$ cat src/rtl/cdr_pkg.sv
package cdr_pkg;
   localparam int unsigned CDR_DIV_DFLT  = 8;
   localparam int unsigned CDR_SYNC_DFLT = 2;

   function automatic bit cdr_is_pow2(input int unsigned v);
      return (v != 0) && ((v & (v - 1)) == 0);
   endfunction
endpackage

$ cat src/rtl/cdr_mark_sync.sv
module cdr_mark_sync #(
   parameter int unsigned STAGES = 2
) (
   input  logic clk_ref,
   input  logic rst_n,
   input  logic act_in,
   output logic mark_evt
);
   logic [STAGES-1:0] sync_q;
   logic              last_q;

   generate
      if (STAGES == 1) begin : g_one
         always_ff @(posedge clk_ref or negedge rst_n) begin
            if (!rst_n) sync_q <= '0;
            else        sync_q <= act_in;
         end
      end else begin : g_chain
         always_ff @(posedge clk_ref or negedge rst_n) begin
            if (!rst_n) sync_q <= '0;
            else        sync_q <= {sync_q[STAGES-2:0], act_in};
         end
      end
   endgenerate

   always_ff @(posedge clk_ref or negedge rst_n) begin
      if (!rst_n) last_q <= 1'b0;
      else        last_q <= sync_q[STAGES-1];
   end

   assign mark_evt = sync_q[STAGES-1] & ~last_q;


   single_pulse_chk: assert property (@(posedge clk_ref) disable iff (!rst_n)
      mark_evt |=> !mark_evt);
endmodule

$ cat src/rtl/cdr_phase_counter.sv
module cdr_phase_counter #(
   parameter int unsigned DIV  = 8,
   parameter int unsigned LOAD = 2
) (
   input  logic clk_ref,
   input  logic rst_n,
   input  logic mark_evt,
   output logic rec_clk
);
   localparam int unsigned W = $clog2(DIV);
   localparam logic [W-1:0] LOAD_V = W'(LOAD);
   localparam logic [W-1:0] ONE_V  = W'(1);

   logic [W-1:0] cnt_q;

   always_ff @(posedge clk_ref or negedge rst_n) begin
      if (!rst_n)        cnt_q <= '0;
      else if (mark_evt) cnt_q <= LOAD_V;
      else               cnt_q <= cnt_q + ONE_V;
   end

   assign rec_clk = cnt_q[W-1];


   load_phase_chk: assert property (@(posedge clk_ref) disable iff (!rst_n)
      mark_evt |=> (cnt_q == LOAD_V));

   mark_low_chk: assert property (@(posedge clk_ref) disable iff (!rst_n)
      mark_evt |=> !rec_clk);

   free_run_chk: assert property (@(posedge clk_ref) disable iff (!rst_n)
      !mark_evt |=> (cnt_q == $past(cnt_q) + ONE_V));
endmodule

$ cat src/rtl/cdr_clock_select.sv
module cdr_clock_select (
   input  logic mode_int,
   input  logic rec_clk,
   input  logic ext_clk_in,
   input  logic act_in,
   output logic dec_clk,
   output logic cdr_out
);
   assign dec_clk = mode_int ? rec_clk : ext_clk_in;
   assign cdr_out = ~mode_int & act_in;
endmodule

$ cat src/rtl/cdr_clock_recovery.sv
module cdr_clock_recovery #(
   parameter int unsigned DIV         = cdr_pkg::CDR_DIV_DFLT,
   parameter int unsigned SYNC_STAGES = cdr_pkg::CDR_SYNC_DFLT
) (
   input  logic clk_ref,
   input  logic rst_n,
   input  logic rx_pos,
   input  logic rx_neg,
   input  logic mode_int,
   input  logic ext_clk_in,
   output logic dec_clk,
   output logic cdr_out
);
   localparam int unsigned HALF = DIV / 2;
   localparam int unsigned LOAD = SYNC_STAGES % DIV;

   if (!cdr_pkg::cdr_is_pow2(DIV) || DIV < 4) begin : g_bad_div
      $error("DIV must be a power of two of at least 4");
   end
   if (SYNC_STAGES < 2 || SYNC_STAGES >= HALF) begin : g_bad_sync
      $error("SYNC_STAGES must be at least 2 and below DIV/2");
   end

   logic act;
   logic mark_evt;
   logic rec_clk;

   assign act = rx_pos | rx_neg;

   cdr_mark_sync #(.STAGES(SYNC_STAGES)) u_sync (
      .clk_ref (clk_ref),
      .rst_n   (rst_n),
      .act_in  (act),
      .mark_evt(mark_evt)
   );

   cdr_phase_counter #(.DIV(DIV), .LOAD(LOAD)) u_cnt (
      .clk_ref (clk_ref),
      .rst_n   (rst_n),
      .mark_evt(mark_evt),
      .rec_clk (rec_clk)
   );

   cdr_clock_select u_sel (
      .mode_int  (mode_int),
      .rec_clk   (rec_clk),
      .ext_clk_in(ext_clk_in),
      .act_in    (act),
      .dec_clk   (dec_clk),
      .cdr_out   (cdr_out)
   );


   cdr_quiet_chk: assert property (@(posedge clk_ref) disable iff (!rst_n)
      mode_int |-> !cdr_out);
endmodule

$ cat config.mk
export PLATFORM = sky130hd
export DESIGN_NAME = cdr_clock_recovery
export DESIGN_NICKNAME = d
export VERILOG_FILES = /design/src/rtl/cdr_pkg.sv /design/src/rtl/cdr_mark_sync.sv /design/src/rtl/cdr_phase_counter.sv /design/src/rtl/cdr_clock_select.sv /design/src/rtl/cdr_clock_recovery.sv
export SDC_FILE = /design/constraint.sdc
export NUM_CORES = 1
export LEC_CHECK = 0
export BUFFER_PORTS_ARGS = -buffer_cell sky130_fd_sc_hd__buf_2
export CAP_MARGIN = 5
export CORE_AREA = 2 2 39 41
export DETAILED_ROUTE_END_ITERATION = 6
export DIE_AREA = 0 0 41 43
export PLACE_DENSITY = 0.32
export SETUP_SLACK_MARGIN = 0.05
export SLEW_MARGIN = 25
export SYNTH_ARGS = -nofsm -noshare
export SYNTH_HDL_FRONTEND = slang
export SYNTH_SLANG_ARGS = --single-unit
export TNS_END_PERCENT = 1
$ cat constraint.sdc
create_clock -name clk_ref -period 2.8 [get_ports clk_ref]
set_clock_uncertainty 0.05 [all_clocks]
set_input_delay 0.42 -clock clk_ref [delete_from_list [all_inputs] [get_ports clk_ref]]
set_output_delay 0.42 -clock clk_ref [all_outputs]
set_load 0.03 [all_outputs]
# Word-level counts from Yosys, hierarchy flattened
# Cells that the tools add are included.
# totals
ram_bits,0
out_inout_bits,2
wordCells,11
register_bits,6
rom_bits,0
memories,0
latch_bits,0
# op_classes
add_sub_neg,1
muxes,2
n_reduce_logical,0
multipliers,0
n_eq_ne,0
div,0
order_cmp,0
n_bitwise,5
shift,0
# ops
op,count
adder 3 x 1 -> 3 bit (second input constant),1
two-way mux 3 bit,1
AND 1 bit,2
NOT 1 bit,2
two-way mux 1 bit,1
bitwise OR 1 bit,1

# Logic depth before layout (Yosys ltp)
# Gate-level depths: netlist of the first run.
# logic_depth
ltp_word,3
mapped_depth,3
mapped_depth_nobuf,3

# Hierarchy
# Synthesis of the first run repeated with hierarchy kept, for this count alone.
# hier_totals
cells_unflattened,15
hier_area_um2,229.0
# modules_own_cells
mod,instances,seq_area_each_um2,cells_each,area_per_inst_um2
cdr_phase_counter,1,75.1,8,110.1
cdr_mark_sync,1,75.1,4,88.8
cdr_clock_select,1,0.0,2,23.8
cdr_clock_recovery,1,0.0,1,6.3

# Worst setup path after synthesis of the first run
# No wires, ideal clock.
# synth_path
kind,input -> output
startpoint,input port rx_neg
endpoint,output port cdr_out
required_ns,2.330
slack_ns,1.530
t_arrival_ns,0.800
cell_stages,2
cell_sequence,or2_4 nor2b_4
# synth_between
elab_chain_len,2
# synth_rtl
element,line,text
from (decl),cdr_clock_recovery.sv:8,"input logic rx_neg,"
bitwise OR 1 bit,cdr_clock_recovery.sv:28,assign act = rx_pos | rx_neg;
AND 1 bit,cdr_clock_select.sv:10,assign cdr_out = ~mode_int & act_in;
to (decl),cdr_clock_recovery.sv:12,output logic cdr_out
# No other way between the ends.

# Worst setup path after layout of the first run
# layout_path
startpoint,register u_cnt.cnt_q[2]
endpoint,output port dec_clk
# layout_between
elab_chain_len,1
# layout_rtl
element,line,text
from (decl),cdr_phase_counter.sv:14,logic [W-1:0] cnt_q;
from (signal assigned),cdr_phase_counter.sv:19,else cnt_q <= cnt_q + ONE_V;
two-way mux 1 bit,cdr_clock_select.sv:9,assign dec_clk = mode_int ? rec_clk : ext_clk_in;
to (decl),cdr_clock_recovery.sv:11,"output logic dec_clk,"
# No other way between the ends.

==> results_dict.tcl, run 1 <==
set metrics [dict create \
    dp_hpwl_um 248 \
    r2r_slack_ns 1.76 \
    die_area_mm2 0.00176 \
    cts_buffer_depth 2 \
    fin_crit_sh 0.550 \
    drc 0 \
    ir_drop_uv 248 \
    hold_path_class "reg -> reg" \
    diodes 0 \
    die_y_um 43 \
    start_kind "register" \
    critPathCaptureType "output pin" \
    worstHoldStart "u_sync.sync_q[0]" \
    synth_cells 15 \
    gr-usage-all-layers 0.0585 \
    synth_seq_cells 6 \
    tritoncts "yes" \
    tightest_slew_ns 0.166 \
    maxSlewHeadroom 0.889 \
    whs_path_depth 0 \
    synth_top_area_share 0.656 \
    clk_latency_ns 0.24 \
    synth_flop_cell "dfrtp_1" \
    fin_cells 42 \
    synth_area_leader_cell "dfrtp_1" \
    worstPathMaxFanout 2 \
    power.total_w 0.000254 \
    syn-num-nets 22 \
    gr-total-overflow 0 \
    ioPinCount 8 \
    maxCapViolCount 0 \
    drv_slew 0 \
    dpl.cell_count 38 \
    drt_iter0_markers 1 \
    period_needed_ns 1.54 \
    final_antenna_net_count 0 \
    drive_above_1_share 0.500 \
    core_area_mm2 0.00138 \
    die_x_um 41 \
    holdPathEnd "u_sync.sync_q[1]" \
    ys_warn_count 0 \
    power_density_mw_per_mm2 802 \
    worstPathRequired_ns 2.33 \
    grt_pass1_wl_um 552 \
    hold_viol 0 \
    numCtsBuffers 3 \
    arrival_ns 1.07 \
    grt_max_degree 7 \
    setup_tns_ns 0 \
    antenna_found_initial 0 \
    synth_most_common_cell "dfrtp_1" \
    syn_area_um2 229 \
    reg2reg_to "u_cnt.cnt_q[1]" \
    nNetsFinal 35 \
    fmax_mhz 649 \
    rows 14 \
    setup_viol 0 \
    synthTopCellsByArea "dfrtp_1 66%, mux2_4 6.6%, nor2b_4 6.0%" \
    async_flop_share 1.00 \
    cts.clk_slew.worst_paths_ns 0.05 \
    place_congestion 0.625 \
    dr.pass1.iters 2 \
    status "complete, no violations" \
    finalCoreUtilization 0.229 \
    rsz0062_at_grt "false" \
    crit_type "reg -> out" \
    routed_wl_um 335 \
    area_growth_pct 38.3 \
    synth.distinct_cells 9 \
    post_cts_buffers 0 \
    synth_common_cells "6 x dfrtp_1, 2 x nor2_1" \
    synth-edff-count 0 \
    wire_per_inst_um 7.98 \
    initial_core_util 0.165 \
    r2r_start "u_cnt.cnt_q[0]" \
    via_per_inst 3.60 \
    post_cts_resized 0 \
    port_buffers 7 \
    clock-sinks 6 \
    vias 151 \
    r2r_cells 2 \
    grt_pass1_vias 145 \
    cts-root-buf "clkbuf_4" \
    htree_levels 1 \
    ys_seq_area_frac 0.656 \
    leakagePower_nw 0.152 \
    avgSynthCellArea_um2 15.3 \
]
==> cell families (layout without fill, tap and decap cells) <==
logic type    after synthesis  after routing  synth area share
buf+inv                     0             11                 0
flops                       6              6             0.656
xor+xnor                    1              1            0.0383
simple gates                6              6             0.186
mux                         1              1            0.0656
fa+ha+maj                   1              1            0.0546
==> worst max path at each step <==
stage              startpoint       to  cells past startpoint  slack (ns)
2_1_floorplan          rx_neg  cdr_out                      2        1.53
5_1_grt        u_cnt.cnt_q[2]  dec_clk                      2        1.24
6_report       u_cnt.cnt_q[2]  dec_clk                      2        1.26
3_5_place_dp           rx_neg  cdr_out                      4        1.29
4_1_cts        u_cnt.cnt_q[2]  dec_clk                      2        1.25
3_3_place_gp           rx_neg  cdr_out                      4        1.29
==> layout by cell type, fill, tap and decap left out <==
cell,n
buf_2,7
clkbuf_4,3
dfrtp_1,6
dlygate4sd3_1,1
ha_1,1
mux2_4,1
nor2_1,2
nor2b_1,1
nor2b_4,1
or2_1,1
or2_4,1
xnor2_1,1
==> cell type report <==
| cell class | count | area (µm²) |
|---|---|---|
| repair buffers | 8 | 45.0 |
| fillers | 148 | 1070 |
| multi-input cells | 9 | 78.8 |
| well taps | 16 | 20.0 |
| flip-flops and latches | 6 | 150 |
| clock buffers | 3 | 22.5 |
==> repair_timing <==
item	CTS	global route
endpoints found under the setup margin	0	0
hold buffers	1	0
hold endpoints to repair	6	0
==> power breakdown <==
| group | leakage [nW] | internal [W] | switching [W] |
|---|---|---|---|
| combinational | 0.0717 | 0.0000311 | 0.0000278 |
| sequential | 0.0663 | 0.000106 | 0.00000944 |
| clock | 0.0138 | 0.0000485 | 0.0000313 |
| total | 0.152 | 0.000185 | 0.0000686 |
==> critical path, stage by stage (launching register included) <==
cell and delay (ns):
dfrtp_1 0.39, mux2_4 0.26, buf_2 0.18
==> layer usage <==
layer	routed length [µm]	global-route usage
met4	19	0.100
met2	136	0.0500
met3	28	0.0471
met5	0	0
met1	150	0.0586
==> through the flow <==
stage	worst slack (ns)	instance area (µm²)	hold slack [ns]
global route	1.24	317	0.304
detailed placement	1.29	284	0.200
floorplan	1.53	229	0.0744
CTS	1.25	317	0.297
finish	1.26	317	0.295
global placement	1.29	284	0.197
==> flip-flops by register name, summed over array words and instances, names as in the netlist <==
name,flops
u_sync.last_q,1
u_sync.sync_q,2
u_cnt.cnt_q,3
No activity file was read; power rests on OpenSTA's default activity.
==> run 2: changes to the inputs <==
--- a/config.mk
+++ b/config.mk
@@ -10,7 +10,7 @@
 export CORE_AREA = 2 2 39 41
 export DETAILED_ROUTE_END_ITERATION = 6
 export DIE_AREA = 0 0 41 43
-export PLACE_DENSITY = 0.32
+export PLACE_DENSITY = 0.33
 export SETUP_SLACK_MARGIN = 0.05
 export SLEW_MARGIN = 25
 export SYNTH_ARGS = -nofsm -noshare
==> constraint.sdc (replaced) <==
create_clock -name clk_ref -period 1.23 [get_ports clk_ref]
set_clock_uncertainty 0.05 [all_clocks]
set_input_delay 0.1845 -clock clk_ref [delete_from_list [all_inputs] [get_ports clk_ref]]
set_output_delay 0.1845 -clock clk_ref [all_outputs]
set_load 0.03 [all_outputs]
==> results_dict.tcl, run 2 (same netlist as run 1, synthesis figures left out) <==
set metrics [dict create \
    dr.pass1.iters 2 \
    status "finished, violations left" \
    clock-sinks 6 \
    drc 0 \
    period_needed_ns 1.26 \
    dp_hpwl_um 294 \
    tightest_slew_ns 0.187 \
    clk_latency_ns 0.24 \
    numCtsBuffers 3 \
    gr-total-overflow 0 \
    arrival_ns 1.02 \
    finalCoreUtilization 0.239 \
    fmax_mhz 795 \
    cts_buffer_depth 2 \
    core_area_mm2 0.00138 \
    cts.clk_slew.worst_paths_ns 0.04 \
    grt_max_degree 7 \
    critPathCaptureType "output pin" \
    setup_viol 1 \
    place_congestion 0.655 \
    routed_wl_um 357 \
    n_fill_cell 157 \
    antenna_found_initial 0 \
    grt_pass1_vias 166 \
    regMostFlops "u_cnt.cnt_q" \
    ir_drop_uv 450 \
    port_buffers 7 \
    diodes 0 \
    initial_core_util 0.165 \
    drive_above_1_share 0.519 \
    crit_type "reg -> out" \
    most-common-layout-cells "6 x buf_2, 6 x dfrtp_1, 3 x clkbuf_4, 2 x nor2_1" \
    worstPathCellList "mux2_4 -> buf_6" \
    final_antenna_net_count 0 \
    leakagePower_nw 0.159 \
    worstPathRequired_ns 1.00 \
    pre_cts_ws_ns 0.182 \
    htree_levels 1 \
    via_per_inst 3.49 \
    drt_iter0_markers 1 \
    die_y_um 43 \
    maxSlewHeadroom 0.875 \
    largest_reg_flops 3 \
    wire_per_inst_um 8.30 \
    whs_path_depth 2 \
    drv_slew 0 \
    rsz0062_at_grt "true" \
    die_x_um 41 \
    die_area_mm2 0.00176 \
    start_kind "register" \
    gr-usage-all-layers 0.0677 \
    nNetsFinal 36 \
    cp_slowest_stage_delay_ns 0.38 \
    vias 150 \
    rows 14 \
    worstPathMaxFanout 2 \
    cts-root-buf "clkbuf_4" \
    tritoncts "yes" \
    violations "negative setup slack" \
    critPathSlowestCell "dfrtp_1" \
    ioPinCount 8 \
    fin_crit_sh 1.02 \
    power_density_mw_per_mm2 1830 \
    r2r_cells 2 \
    grt_pass1_wl_um 669 \
    hold_viol 0 \
    hold_path_class "in -> reg" \
    reg.largest.list "u_cnt.cnt_q: 3 flops, u_sync.sync_q: 2 flops, u_sync.last_q: 1 flops" \
    area_growth_pct 44.3 \
    maxCapViolCount 0 \
    layout_setup_ws_ns -0.0271 \
]
==> run 2: per-layer routing <==
metal / track usage / part of all wire / up-vias
li1: - / - / 73
met1: 0.0526 / 0.40 / 70
met2: 0.0813 / 0.52 / 7
met3: 0.0524 / 0.076 / 0
met4: 0.100 / 0 / 0
met5: 0 / 0 / -
==> run 2: cell type report <==
| class | count | area, µm² | area share |
|---|---|---|---|
| Sequential cell | 6 | 150 | 0.455 |
| Multi-Input combinational cell | 9 | 78.8 | 0.239 |
| Timing Repair Buffer | 9 | 58.8 | 0.178 |
| Clock buffer | 3 | 22.5 | 0.0682 |
| Tap cell | 16 | 20.0 | 0.0606 |
==> run 2: timing repair <==
action,4_1_cts,5_1_grt
pin swaps,0,0
hold buffers,1,0
setup endpoints to repair,1,1
setup buffers,1,0
endpoints found under the hold margin,6,0
resized for setup,2,0
==> run 2: final timing paths <==
path                                  startpoint               end  slack (ns)
worst min register to register  u_sync.sync_q[0]  u_sync.sync_q[1]        0.30
worst min-delay path                      rx_pos  u_sync.sync_q[0]        0.11
worst max register to register    u_cnt.cnt_q[0]    u_cnt.cnt_q[1]        0.19
worst max-delay path              u_cnt.cnt_q[2]           dec_clk       -0.03
max in group asynchronous                  rst_n     u_sync.last_q        0.73
min in group asynchronous                  rst_n    u_cnt.cnt_q[0]        0.25
==> run 2: per-stage QoR <==
stage	hold slack [ns]	area (µm²)	TNS, ns	std cells	power, W
after detailed placement	-0.0341	284	0	38	0.000400
after floorplan	-0.161	229	0	15	0.000360
final	0.108	330	-0.0271	43	0.000603
after global placement	-0.0377	284	0	38	0.000396
after CTS	0.0979	330	-0.0443	43	0.000622
after global routing	0.0972	330	-0.0700	43	0.000658
==> run 2: where the power goes <==
group | internal (W) | total [W] | switching, W
clock | 0.000110 | 0.000172 | 0.0000622
sequential | 0.000240 | 0.000259 | 0.0000188
combinational | 0.0000988 | 0.000172 | 0.0000730
total | 0.000449 | 0.000603 | 0.000154
==> run 2: worst max-delay path: cells and delay by family (launching register included) <==
kind | cells | cell delay (ns)
flops | 1 | 0.38
mux | 1 | 0.27
buf+inv | 1 | 0.14
==> run 3: changes to the inputs <==
--- a/config.mk
+++ b/config.mk
@@ -8,8 +8,10 @@
 export BUFFER_PORTS_ARGS = -buffer_cell sky130_fd_sc_hd__buf_2
 export CAP_MARGIN = 5
 export CORE_AREA = 2 2 39 41
+export CTS_CLUSTER_SIZE = 40
 export DETAILED_ROUTE_END_ITERATION = 6
 export DIE_AREA = 0 0 41 43
+export MAX_ROUTING_LAYER = met4
 export PLACE_DENSITY = 0.33
 export SETUP_SLACK_MARGIN = 0.05
 export SLEW_MARGIN = 25
==> results_dict.tcl, run 3 (same netlist as run 1, synthesis figures left out) <==
set metrics [dict create \
    status "finished, violations left" \
    violations "negative setup slack" \
    final_cell_area_um2 330 \
    diodes 0 \
    reg.largest.list "u_cnt.cnt_q: 3 flops, u_sync.sync_q: 2 flops, u_sync.last_q: 1 flops" \
    ioPinCount 8 \
    antenna_found_initial 0 \
    fmax_mhz 796 \
    nNetsFinal 36 \
    n_fill_cell 157 \
    wl_met2_um 186 \
    arrival_ns 1.02 \
    numCtsBuffers 3 \
    port_buffers 7 \
    whs_path_depth 2 \
    clock-sinks 6 \
    rows 14 \
    htree_levels 1 \
    placed_cell_area_um2 284 \
    vias 150 \
    grt_pass1_vias 166 \
    rsz0062_at_grt "true" \
    die_x_um 41 \
    cts_buffer_depth 2 \
    ir_drop_uv 449 \
    largest_reg_flops 3 \
    crit_type "reg -> out" \
    reg2reg_to "u_cnt.cnt_q[1]" \
    drive_above_1_share 0.519 \
    die_area_mm2 0.00176 \
    layout_setup_ws_ns -0.0270 \
    leakagePower_nw 0.159 \
    cts-root-buf "clkbuf_4" \
    cts.clk_slew.worst_paths_ns 0.04 \
    grt_pass1_wl_um 669 \
    tritoncts "yes" \
    final_antenna_net_count 0 \
    tightest_slew_ns 0.187 \
    r2r_cells 2 \
    drv_slew 0 \
    grt_max_degree 7 \
    power.total_w 0.000603 \
    hold_path_class "in -> reg" \
    gr-usage-all-layers 0.0694 \
    r2r_start "u_cnt.cnt_q[0]" \
    holdPathEnd "u_sync.sync_q[0]" \
    core_area_mm2 0.00138 \
    place_congestion 0.661 \
    hold_viol 0 \
    dr.pass1.iters 2 \
    initial_core_util 0.165 \
    via_per_inst 3.49 \
    finalCoreUtilization 0.239 \
    die_y_um 43 \
    gr-total-overflow 0 \
    routed_wl_um 357 \
    r2r_slack_ns 0.19 \
    period_needed_ns 1.26 \
    power_density_mw_per_mm2 1830 \
    fin_crit_sh 1.02 \
    top_layer "met3" \
    regMostFlops "u_cnt.cnt_q" \
    worstPathMaxFanout 2 \
    maxCapViolCount 0 \
    critPathCaptureType "output pin" \
    wl_met3_um 21 \
    drt_iter0_markers 1 \
    start_kind "register" \
    pre_cts_ws_ns 0.182 \
    drc 0 \
    setup_viol 1 \
    most-common-layout-cells "6 x buf_2, 6 x dfrtp_1, 3 x clkbuf_4, 2 x nor2_1" \
    worstPathRequired_ns 1.00 \
    dp_hpwl_um 294 \
    wl_met1_um 150 \
    worstHoldStart "rx_pos" \
    maxSlewHeadroom 0.875 \
    clk_latency_ns 0.24 \
    critPathLaunch "u_cnt.cnt_q[2]" \
    area_growth_pct 44.3 \
    wire_per_inst_um 8.30 \
]
run 3: cell counts in the layout (fill, tap and decap cells not counted):
No cell type changed its count.
run 3: layout make-up:
class,instances,area (µm²),area share
sequential,6,150,0.455
multi-input combinational,9,78.8,0.239
timing repair buffer,9,58.8,0.178
clock buffer,3,22.5,0.0682
tap,16,20.0,0.0606
run 3: per-stage QoR:
step           hold WS, ns  std cells  TNS [ns]
2_1_floorplan       -0.161         15         0
3_3_place_gp       -0.0377         38         0
3_5_place_dp       -0.0341         38         0
4_1_cts             0.0979         43   -0.0443
5_1_grt             0.0972         43   -0.0698
6_report             0.108         43   -0.0270
run 3: how the worst max path moves through the flow:
stage | endpoint | slack (ns) | depth (start not counted)
2_1_floorplan | u_cnt.cnt_q[1] | 0.22 | 2
3_3_place_gp | dec_clk | 0.18 | 2
3_5_place_dp | u_cnt.cnt_q[1] | 0.18 | 2
4_1_cts | dec_clk | -0.04 | 2
5_1_grt | dec_clk | -0.07 | 2
6_report | dec_clk | -0.03 | 2
run 3: routing by layer:
| layer | global-route usage | up-vias |
|---|---|---|
| li1 | - | 73 |
| met1 | 0.0559 | 70 |
| met2 | 0.0813 | 7 |
| met3 | 0.0471 | 0 |
| met4 | 0.100 | 0 |
| met5 | - | - |
run 3: repair_timing:
item	CTS	global route
endpoints found under the setup margin	1	1
gates cloned	0	0
hold endpoints to repair	6	0
setup buffers	1	0
hold buffers	1	0
resized for setup	2	0
run 3: power breakdown:
group | internal [W] | leakage [nW] | total [W] | switching [W]
logic | 0.0000988 | 0.0786 | 0.000172 | 0.0000728
clock network | 0.000110 | 0.0138 | 0.000172 | 0.0000622
registers | 0.000240 | 0.0663 | 0.000259 | 0.0000188
total | 0.000449 | 0.159 | 0.000603 | 0.000154
run 3: worst max-delay path: stages (launching register included):
cell and delay, ns:
dfrtp_1 0.38, mux2_4 0.27, buf_6 0.14
